===== config.mk =====
export PLATFORM = sky130hd
export DESIGN_NAME = cascade_pwm
export DESIGN_NICKNAME = d
export VERILOG_FILES = /design/src/rtl/cpwm_pkg.sv /design/src/rtl/cpwm_carrier.sv /design/src/rtl/cpwm_ref_hold.sv /design/src/rtl/cpwm_leg_cmp.sv /design/src/rtl/cascade_pwm.sv
export SDC_FILE = /design/constraint.sdc
export NUM_CORES = 1
export LEC_CHECK = 0
export ABC_AREA = 1
export BUFFER_PORTS_ARGS = -buffer_cell sky130_fd_sc_hd__buf_2
export CORE_UTILIZATION = 30
export CTS_CLUSTER_SIZE = 10
export DETAILED_ROUTE_END_ITERATION = 6
export PLACE_DENSITY = 0.49
export RECOVER_POWER = 100
export SLEW_MARGIN = 40
export SYNTH_ARGS = -nofsm -noshare
export SYNTH_HDL_FRONTEND = slang
export SYNTH_HIERARCHICAL = 1
export SYNTH_SLANG_ARGS = --single-unit

===== constraint.sdc =====
create_clock -name clk_i -period 4.2 [get_ports clk_i]
set_input_delay 0.42 -clock clk_i [delete_from_list [all_inputs] [get_ports clk_i]]
set_output_delay 0.42 -clock clk_i [all_outputs]
set_load 0.03 [all_outputs]

===== src/rtl/cpwm_pkg.sv =====
package cpwm_pkg;
  typedef enum logic {DIR_DN = 1'b0, DIR_UP = 1'b1} dir_e;

  // bit positions of one cell's gate nibble
  localparam int GATE_A_HI = 0;
  localparam int GATE_A_LO = 1;
  localparam int GATE_B_HI = 2;
  localparam int GATE_B_LO = 3;
  localparam int GATES_PER_CELL = 4;
  localparam int LEGS_PER_CELL = 2;
endpackage


===== src/rtl/cpwm_carrier.sv =====
module cpwm_carrier
  import cpwm_pkg::*;
#(
  parameter int CNT_W = 10
) (
  input  logic                    clk_i,
  input  logic                    rst_ni,
  input  logic                    run_i,
  input  logic [CNT_W-2:0]        peak_i,
  input  logic signed [CNT_W-1:0] pre_val_i,
  input  logic                    pre_up_i,
  output logic signed [CNT_W-1:0] car_o,
  output logic                    ext_o
);
  localparam logic signed [CNT_W-1:0] ONE = CNT_W'(1);

  logic signed [CNT_W-1:0] car_q;
  logic signed [CNT_W-1:0] pk_s;
  dir_e                    dir_q;
  logic                    at_top, at_bot;

  assign pk_s   = $signed({1'b0, peak_i});
  assign at_top = (car_q >= pk_s);
  assign at_bot = (car_q <= -pk_s);
  assign ext_o  = at_top || at_bot;
  assign car_o  = car_q;

  always_ff @(posedge clk_i or negedge rst_ni) begin
    if (!rst_ni) begin
      car_q <= '0;
      dir_q <= DIR_UP;
    end else if (!run_i) begin
      car_q <= pre_val_i;
      dir_q <= pre_up_i ? DIR_UP : DIR_DN;
    end else if (dir_q == DIR_UP) begin
      if (at_top) begin
        car_q <= car_q - ONE;
        dir_q <= DIR_DN;
      end else begin
        car_q <= car_q + ONE;
      end
    end else begin
      if (at_bot) begin
        car_q <= car_q + ONE;
        dir_q <= DIR_UP;
      end else begin
        car_q <= car_q - ONE;
      end
    end
  end
endmodule


===== src/rtl/cpwm_ref_hold.sv =====
module cpwm_ref_hold #(
  parameter int CNT_W = 10
) (
  input  logic                    clk_i,
  input  logic                    rst_ni,
  input  logic                    run_i,
  input  logic                    ext_i,
  input  logic signed [CNT_W-1:0] ref_i,
  output logic signed [CNT_W-1:0] ref_o
);
  always_ff @(posedge clk_i or negedge rst_ni) begin
    if (!rst_ni)                ref_o <= '0;
    else if (!run_i || ext_i)   ref_o <= ref_i;
  end
endmodule


===== src/rtl/cpwm_leg_cmp.sv =====
module cpwm_leg_cmp
  import cpwm_pkg::*;
#(
  parameter int CNT_W = 10
) (
  input  logic                       clk_i,
  input  logic                       rst_ni,
  input  logic                       run_i,
  input  logic signed [CNT_W-1:0]    car_i,
  input  logic signed [CNT_W-1:0]    ref_i,
  output logic [GATES_PER_CELL-1:0]  gate_o,
  output logic [LEGS_PER_CELL-1:0]   leg_o
);
  logic signed [CNT_W-1:0] car_neg;
  logic a_q, b_q, on_q;

  assign car_neg = -car_i;

  always_ff @(posedge clk_i or negedge rst_ni) begin
    if (!rst_ni) begin
      a_q  <= 1'b0;
      b_q  <= 1'b0;
      on_q <= 1'b0;
    end else begin
      on_q <= run_i;
      a_q  <= run_i && (ref_i > car_i);
      b_q  <= run_i && (car_neg > ref_i);
    end
  end

  always_comb begin
    gate_o = '0;
    if (on_q) begin
      gate_o[GATE_A_HI] = a_q;
      gate_o[GATE_A_LO] = ~a_q;
      gate_o[GATE_B_HI] = b_q;
      gate_o[GATE_B_LO] = ~b_q;
    end
  end

  assign leg_o = {b_q, a_q};
endmodule


===== src/rtl/cascade_pwm.sv =====
module cascade_pwm
  import cpwm_pkg::*;
#(
  parameter int N_CELLS = 5,
  parameter int CNT_W   = 10,
  localparam int LVL_W  = $clog2(N_CELLS + 1) + 1
) (
  input  logic                            clk_i,
  input  logic                            rst_ni,
  input  logic                            en_i,
  input  logic [CNT_W-2:0]                peak_i,
  input  logic signed [CNT_W-1:0]         ref_i,
  output logic [GATES_PER_CELL*N_CELLS-1:0] gate_o,
  output logic [LEGS_PER_CELL*N_CELLS-1:0]  leg_o,
  output logic signed [LVL_W-1:0]         level_o
);
  localparam logic signed [LVL_W-1:0] L_ONE = LVL_W'(1);

  logic [CNT_W-2:0]        peak_q;
  logic [CNT_W-1:0]        car_w  [N_CELLS];
  logic [CNT_W-1:0]        refq_w [N_CELLS];
  logic [N_CELLS-1:0]      ext_w;

  // peak only taken while idle
  always_ff @(posedge clk_i or negedge rst_ni) begin
    if (!rst_ni)    peak_q <= '0;
    else if (!en_i) peak_q <= peak_i;
  end

  for (genvar i = 0; i < N_CELLS; i++) begin : g_cell
    logic signed [CNT_W-1:0] pre_val;
    logic signed [CNT_W-1:0] car_s, ref_s;
    logic                    pre_up;

    always_comb begin
      int unsigned off;
      off     = (32'(peak_i) * 32'd2 * 32'(i)) / 32'(N_CELLS);
      pre_val = $signed(CNT_W'(off)) - $signed({1'b0, peak_i});
      pre_up  = (off == 0);
    end

    cpwm_carrier #(.CNT_W(CNT_W)) u_car (
      .clk_i    (clk_i),
      .rst_ni   (rst_ni),
      .run_i    (en_i),
      .peak_i   (peak_q),
      .pre_val_i(pre_val),
      .pre_up_i (pre_up),
      .car_o    (car_s),
      .ext_o    (ext_w[i])
    );

    cpwm_ref_hold #(.CNT_W(CNT_W)) u_ref (
      .clk_i (clk_i),
      .rst_ni(rst_ni),
      .run_i (en_i),
      .ext_i (ext_w[i]),
      .ref_i (ref_i),
      .ref_o (ref_s)
    );

    cpwm_leg_cmp #(.CNT_W(CNT_W)) u_cmp (
      .clk_i (clk_i),
      .rst_ni(rst_ni),
      .run_i (en_i),
      .car_i (car_s),
      .ref_i (ref_s),
      .gate_o(gate_o[GATES_PER_CELL*i +: GATES_PER_CELL]),
      .leg_o (leg_o[LEGS_PER_CELL*i +: LEGS_PER_CELL])
    );

    assign car_w[i]  = car_s;
    assign refq_w[i] = ref_s;
  end

  always_comb begin
    level_o = '0;
    for (int i = 0; i < N_CELLS; i++) begin
      if (leg_o[2*i] && !leg_o[2*i+1])      level_o = level_o + L_ONE;
      else if (!leg_o[2*i] && leg_o[2*i+1]) level_o = level_o - L_ONE;
    end
  end
endmodule


Word level (Yosys, flattened, before mapping)

Cells that the tools add are included.

Register bits after elaboration: 125
Logic and storage cells: 195
Input bits: 22

Bitwise gates (word level): 10
Multiply operators: 1
Mux-type cells: 59
$lt $le $gt $ge: 20
Divide/modulo/power cells: 4
Add/sub/neg operators: 29
Reduce and logical (&&, ||, !) cells: 45

Operator list:

| operator              | count |
|---|---|
| $mux 10               | 20 |
| $logic_not 32->1      | 4 |
| $gt 10x10->1          | 10 |
| $mux 4                | 15 |
| $add 10x2->10 const B | 5 |
| $ge 10x10->1          | 5 |
| $le 10x10->1          | 5 |
| $neg 10->10           | 5 |
| $sub 10x2->10 const B | 5 |
| $sub 10x10->10        | 4 |
| $div 10x3->32 const B | 1 |
| $div 11x3->32 const B | 1 |
| $div 12x3->32 const B | 1 |
| $div 13x3->32 const B | 1 |
| $mux 1                | 24 |
| $logic_and 1x1->1     | 20 |
| $add 4x2->4 const B   | 4 |
| $sub 4x2->4 const B   | 4 |
| $logic_not 1->1       | 11 |
| $mul 9x2->11 const B  | 1 |
| $logic_or 1x1->1      | 10 |
| $neg 9->10            | 1 |
| $not 1->1             | 10 |
| $sub 1x9->10 const A  | 1 |

Logic depth before layout (Yosys ltp)

Word-level depth: 16
Mapped depth: 83
Depth with buffers taken out: 81

By module

Netlist, hierarchy kept.

Modules (own cells, without submodules):

| module        | area each (µm²) | cells an instance | sequential area each (µm²) | instances |
|---|---|---|---|---|
| cascade_pwm   | 11158.2         | 2037              | 225.2                      | 1 |
| cpwm_carrier  | 1634.1          | 242               | 276.5                      | 5 |
| cpwm_leg_cmp  | 887.1           | 143               | 75.1                       | 5 |
| cpwm_ref_hold | 407.9           | 44                | 250.2                      | 5 |

Worst setup path before layout

Ideal clock, no wire load.

Path type: in2reg
From: input peak_i[7]
To: register g_cell[4].u_car.car_q[8]
Path buffers: 4
Arrival time: 9228 ps
Slack: -5145 ps
Stages on the path: 70
Cells stage by stage: inv_1 -> ha_1 -> or2_2 -> ha_1 -> o21ai_1 -> inv_1 -> nor2_1 -> nand3_4 -> nand2_1 -> nor2_2 -> nand3_4 -> nor2_8 -> nand3_1 -> nand4_2 -> nor2_8 -> nand3_4 -> nand2_1 -> nand2_2 -> [... 34 more ...] -> nand3_1 -> nor2_1 -> nand3_1 -> nor2_1 -> ha_1 -> inv_1 -> fa_1 -> nand3_1 -> nand2_1 -> a21oi_1 -> inv_1 -> a21oi_1 -> nor2_1 -> o21ai_0 -> nand2_1 -> xor2_1 -> nand2_1 -> nand2_1

Cells in the longest elaborated chain, start to end: 3

Ends and longest elaborated chain:

| item                     | line               | text |
|---|---|---|
| from (decl)              | cascade_pwm.sv:11  | `input logic [CNT_W-2:0] peak_i,` |
| $div 12x3->32            | cascade_pwm.sv:37  | `off = (32'(peak_i) * 32'd2 * 32'(i)) / 32'(N_CELLS);` |
| $sub 10x10->10 *         | cascade_pwm.sv:38  | `pre_val = $signed(CNT_W'(off)) - $signed({1'b0, peak_i});` |
| net g_cell[4].pre_val[8] | cascade_pwm.sv:31  | `logic signed [CNT_W-1:0] pre_val;` |
| $mux 10 *                | cpwm_carrier.sv:32 | `end else if (!run_i) begin` |
| to (signal assigned)     | cpwm_carrier.sv:33 | `car_q <= pre_val_i;` |
| to (signal assigned)     | cpwm_carrier.sv:37 | `car_q <= car_q - ONE;` |
| to (signal assigned)     | cpwm_carrier.sv:40 | `car_q <= car_q + ONE;` |
| to (decl)                | cpwm_carrier.sv:17 | `logic signed [CNT_W-1:0] car_q;` |

The timed path passes the listed nets; every way through them passes the cells marked *.
A chain may end at the register's enable or synchronous reset.

Worst setup path in the final report

From: input peak_i[2]
To: register g_cell[4].u_car.car_q[8]

The elaborated chain is that of the path after synthesis.

==> impl_metrics.py <==
metrics = {
    "clock_network": {
        "cts_root_buf": "clkbuf_16",
        "htreeDepth": 4,
        "path_clk_slew_ns": 0.06,
        "cts_sinks": 129,
        "clk_latency_ns": 0.44,
        "cts_tree": "done",
        "cts_buffers": 17,
        "cts_buffer_depth": 2,
    },
    "hold_path": {
        "hold_path_class": "input port to flop",
    },
    "synthesis": {
        "synth_ff_type": "dfrtp_1",
        "synth-warning-count": 6,
        "syn_area_per_cell_um2": 6.170,
        "yosysSeqAreaShare_pct": 12.53,
        "synthDistinctLibCells": 67,
        "syn_inst": 4182,
        "syn_nets": 4499,
        "syn_area_um2": 25800,
        "synth_edf_count": 0,
        "ys_async_sr_fraction_pct": 100.0,
        "synth-seq-cells": 129,
    },
    "sta": {
        "worst_slack_ns": -4.058,
        "fin_skew_ns": 0.009725,
        "fin_crit_ns": 8.258,
        "whs_ns": 0.2995,
        "worst_pin_slew_ns": 2.273,
        "finalSetupViolCount": 44,
        "min_period_over_period_pct": 196.6,
        "final_max_slew_viol_count": 87,
        "rsz0062_at_grt": "true",
        "relSlewSlack_pct": -51.55,
        "hold_violations": 0,
        "max_freq_mhz": 121.1,
    },
    "job": {
        "cap_violations": 1,
    },
    "global_route": {
        "grt_pass1_wl_um": 135500,
        "grt_max_degree": 87,
        "grt_pass1_vias": 26900,
        "grt_util_all_layers_pct": 19.00,
        "antenna_found_initial": 0,
        "grt-ovfl-total": 0,
    },
    "placed_design": {
        "dp_hpwl_um": 68840,
        "place_worst_setup_slack_ns": -4.976,
        "place.gp.congestion": 0.8779,
        "io_buffer_count": 55,
    },
    "layout": {
        "fill_cells": 9052,
        "n_antenna_cell": 0,
        "multi_input_area_um2": 21790,
        "register_area_um2": 3234,
        "nets": 5351,
        "syn2layout_area_growth_pct": 41.79,
        "drive_gt1_share_pct": 32.30,
    },
    "die": {
        "die_width_um": 295.3,
        "initial_core_util_pct": 30.30,
        "coreArea_um2": 85150,
        "fp-row-count": 107,
        "ios": 56,
        "die_h_um": 295.3,
        "dieArea_um2": 87190,
    },
    "detailed_routing": {
        "first_iter_violations": 1395,
        "routed-via-count": 28700,
        "drtAntennaViolNets": 0,
        "drcViolationCount": 0,
        "wl_per_cell_um": 13.78,
        "routed_wl_um": 85340,
        "vias_per_cell": 4.635,
        "first_pass_iters": 5,
    },
    "run_status": {
        "violations": "capacitance limit, slew limit, setup timing",
        "status": "finished with violations",
    },
    "setup_path": {
        "cp.arrival_ns": 8.58,
        "critPathSlowestCell": "fa_2",
        "slowest_delay_ns": 0.38,
        "endpoint_kind": "flop",
        "cp.required_ns": 4.52,
        "critPathMaxFanout": 7,
        "cp_common_cell": "nand3_4",
        "crit_type": "input port to flop",
        "start_kind": "input port",
    },
    "power": {
        "irDropWorstVdd_uv": 668.6,
        "p_leak_nw": 19.63,
        "p_per_area_nw_per_um2": 729.3,
    },
}
[layer usage]
layer | vias up | global-route usage [%] | routed length, um
met2 | 370 | 32.91 | 40660
met3 | 80 | 1.150 | 1977
met4 | 0 | 4.234 | 1506
met5 | - | 0 | 0
li1 | 15140 | - | -
met1 | 13110 | 25.71 | 41200
[path summary, 6_finish.rpt]
| kind | start | to | slack (ns) | cells after the start |
|---|---|---|---|---|
| min in group asynchronous | rst_ni | g_cell[0].u_ref/ref_o[6] | 1.14 | 2 |
| worst max-delay path | peak_i[2] | g_cell[4].u_car/car_o[8] | -4.06 | 73 |
| worst max register to register | peak_q[0] | g_cell[3].u_ref/ref_o[9] | 0.20 | 17 |
| worst min register to register | g_cell[0].u_ref/ref_o[0] | g_cell[0].u_ref/ref_o[0] | 0.55 | 2 |
| max in group asynchronous | rst_ni | g_cell[4].u_car/car_o[4] | 1.15 | 3 |
| worst min-delay path | ref_i[9] | g_cell[2].u_ref/ref_o[9] | 0.30 | 3 |
[cell usage after synthesis, drive strengths merged (39+ instances only)]
| cell type | count | area share, % |
|---|---|---|
| nor3 | 52 | 1.3 |
| o21ai | 101 | 2.0 |
| ha | 290 | 14 |
| nor2 | 334 | 6.3 |
| nand4 | 159 | 4.2 |
| xnor2 | 39 | 1.3 |
| xor2 | 190 | 6.5 |
| nand3 | 522 | 12 |
| dfrtp | 124 | 12 |
| nand2 | 1377 | 22 |
| buf | 48 | 1.6 |
| inv | 685 | 10 |
| a21oi | 114 | 2.5 |
[layout make-up]
cell class              count  area share, %
repair buffers            888          18.78
clock buffers              22          1.296
multi-input cells        3306          59.55
inverters                 692          7.264
clock inverters            10         0.3625
flip-flops and latches    129          8.840
well taps                1144          3.912
[critical path, delay by kind of cell]
family	cells	cell delay [ns]
buffers and inverters	12	1.29
and+or+nand+nor	51	5.02
adders and majority gates	5	1.17
AOI/OAI and AO/OA	4	0.51
xor gates and xnor gates	1	0.14
[power breakdown]
part	switching, mW	internal [mW]	total [mW]
logic	12.6	9.90	22.5
registers	0.934	1.66	2.59
clock network	0.590	0.975	1.57
total	14.1	12.5	26.7
[through the flow]
step	setup TNS (ns)	power [mW]	area [um2]	utilization, %	std cells
6_report	-148.27	26.68	36590	42.97	6191
5_1_grt	-175.52	29.57	36590	42.97	6191
4_1_cts	-146.20	25.19	34750	40.81	6113
3_5_place_dp	-187.95	22.75	32600	38.29	5989
3_3_place_gp	-183.90	22.70	32600	38.28	5989
2_1_floorplan	-152.80	15.23	26380	-	4182
[kinds of logic (layout without fill, tap and decap cells)]
family / Yosys count / in the layout / share of synthesized area (%)
AO/OA/AOI/OAI: 276 / 276 / 6.265
XOR/XNOR: 229 / 229 / 7.802
adder cells (fa/ha/maj): 295 / 295 / 14.45
buffers and inverters: 750 / 1612 / 12.19
flip-flops: 129 / 129 / 12.53
other: 1 / 1 / 0.01453
AND/OR/NAND/NOR: 2502 / 2505 / 46.75
[flip-flops by register name, indices dropped and copies added (netlist names)]
register and count:
peak_q 9, g_cell.u_cmp/a_q 5, g_cell.u_car/dir_q 5, g_cell.u_ref/ref_o 50, g_cell.u_cmp/on_q 5, g_cell.u_cmp/b_q 5
g_cell.u_car/car_o 50
[repair_timing]
action | 4_1_cts | 5_1_grt
hold buffers | 1 | 0
pin swaps | 92 | 270
endpoints found under the setup margin | 47 | 47
gates cloned | 4 | 0
buffers inserted | 88 | 84
endpoints found under the hold margin | 16 | 0
gates resized for setup | 203 | 376
[placed cells by master, fill, tap and decap left out, types with 7 or more instances in the layout]
cell,netlist,final
clkbuf_16,0,17
xor2_2,1,8
nand2_1,1283,1134
inv_2,39,77
o21bai_1,13,13
nand2_4,32,75
buf_12,0,9
a21oi_2,2,28
o21ai_4,0,7
nand4_1,145,146
ha_4,0,19
nor2_4,29,57
buf_6,23,53
nand4_2,13,9
ha_1,290,265
nand2_2,62,162
nand3_2,37,86
buf_4,13,769
o21ai_0,80,48
a21oi_1,106,81
xnor2_1,39,32
clkinvlp_4,0,7
xor2_1,189,179
dfrtp_1,124,124
a31oi_1,10,10
nand3_1,465,387
nor3_1,44,40
buf_2,12,16
nand2_8,0,7
nand3b_1,25,25
o21ai_2,2,18
clkbuf_1,2,33
o21ai_1,19,28
a21o_1,11,11
inv_4,2,12
nor2_2,34,54
nor2_1,267,219
inv_1,643,594
nand3_4,20,51
(Power assumes the default switching activity.)
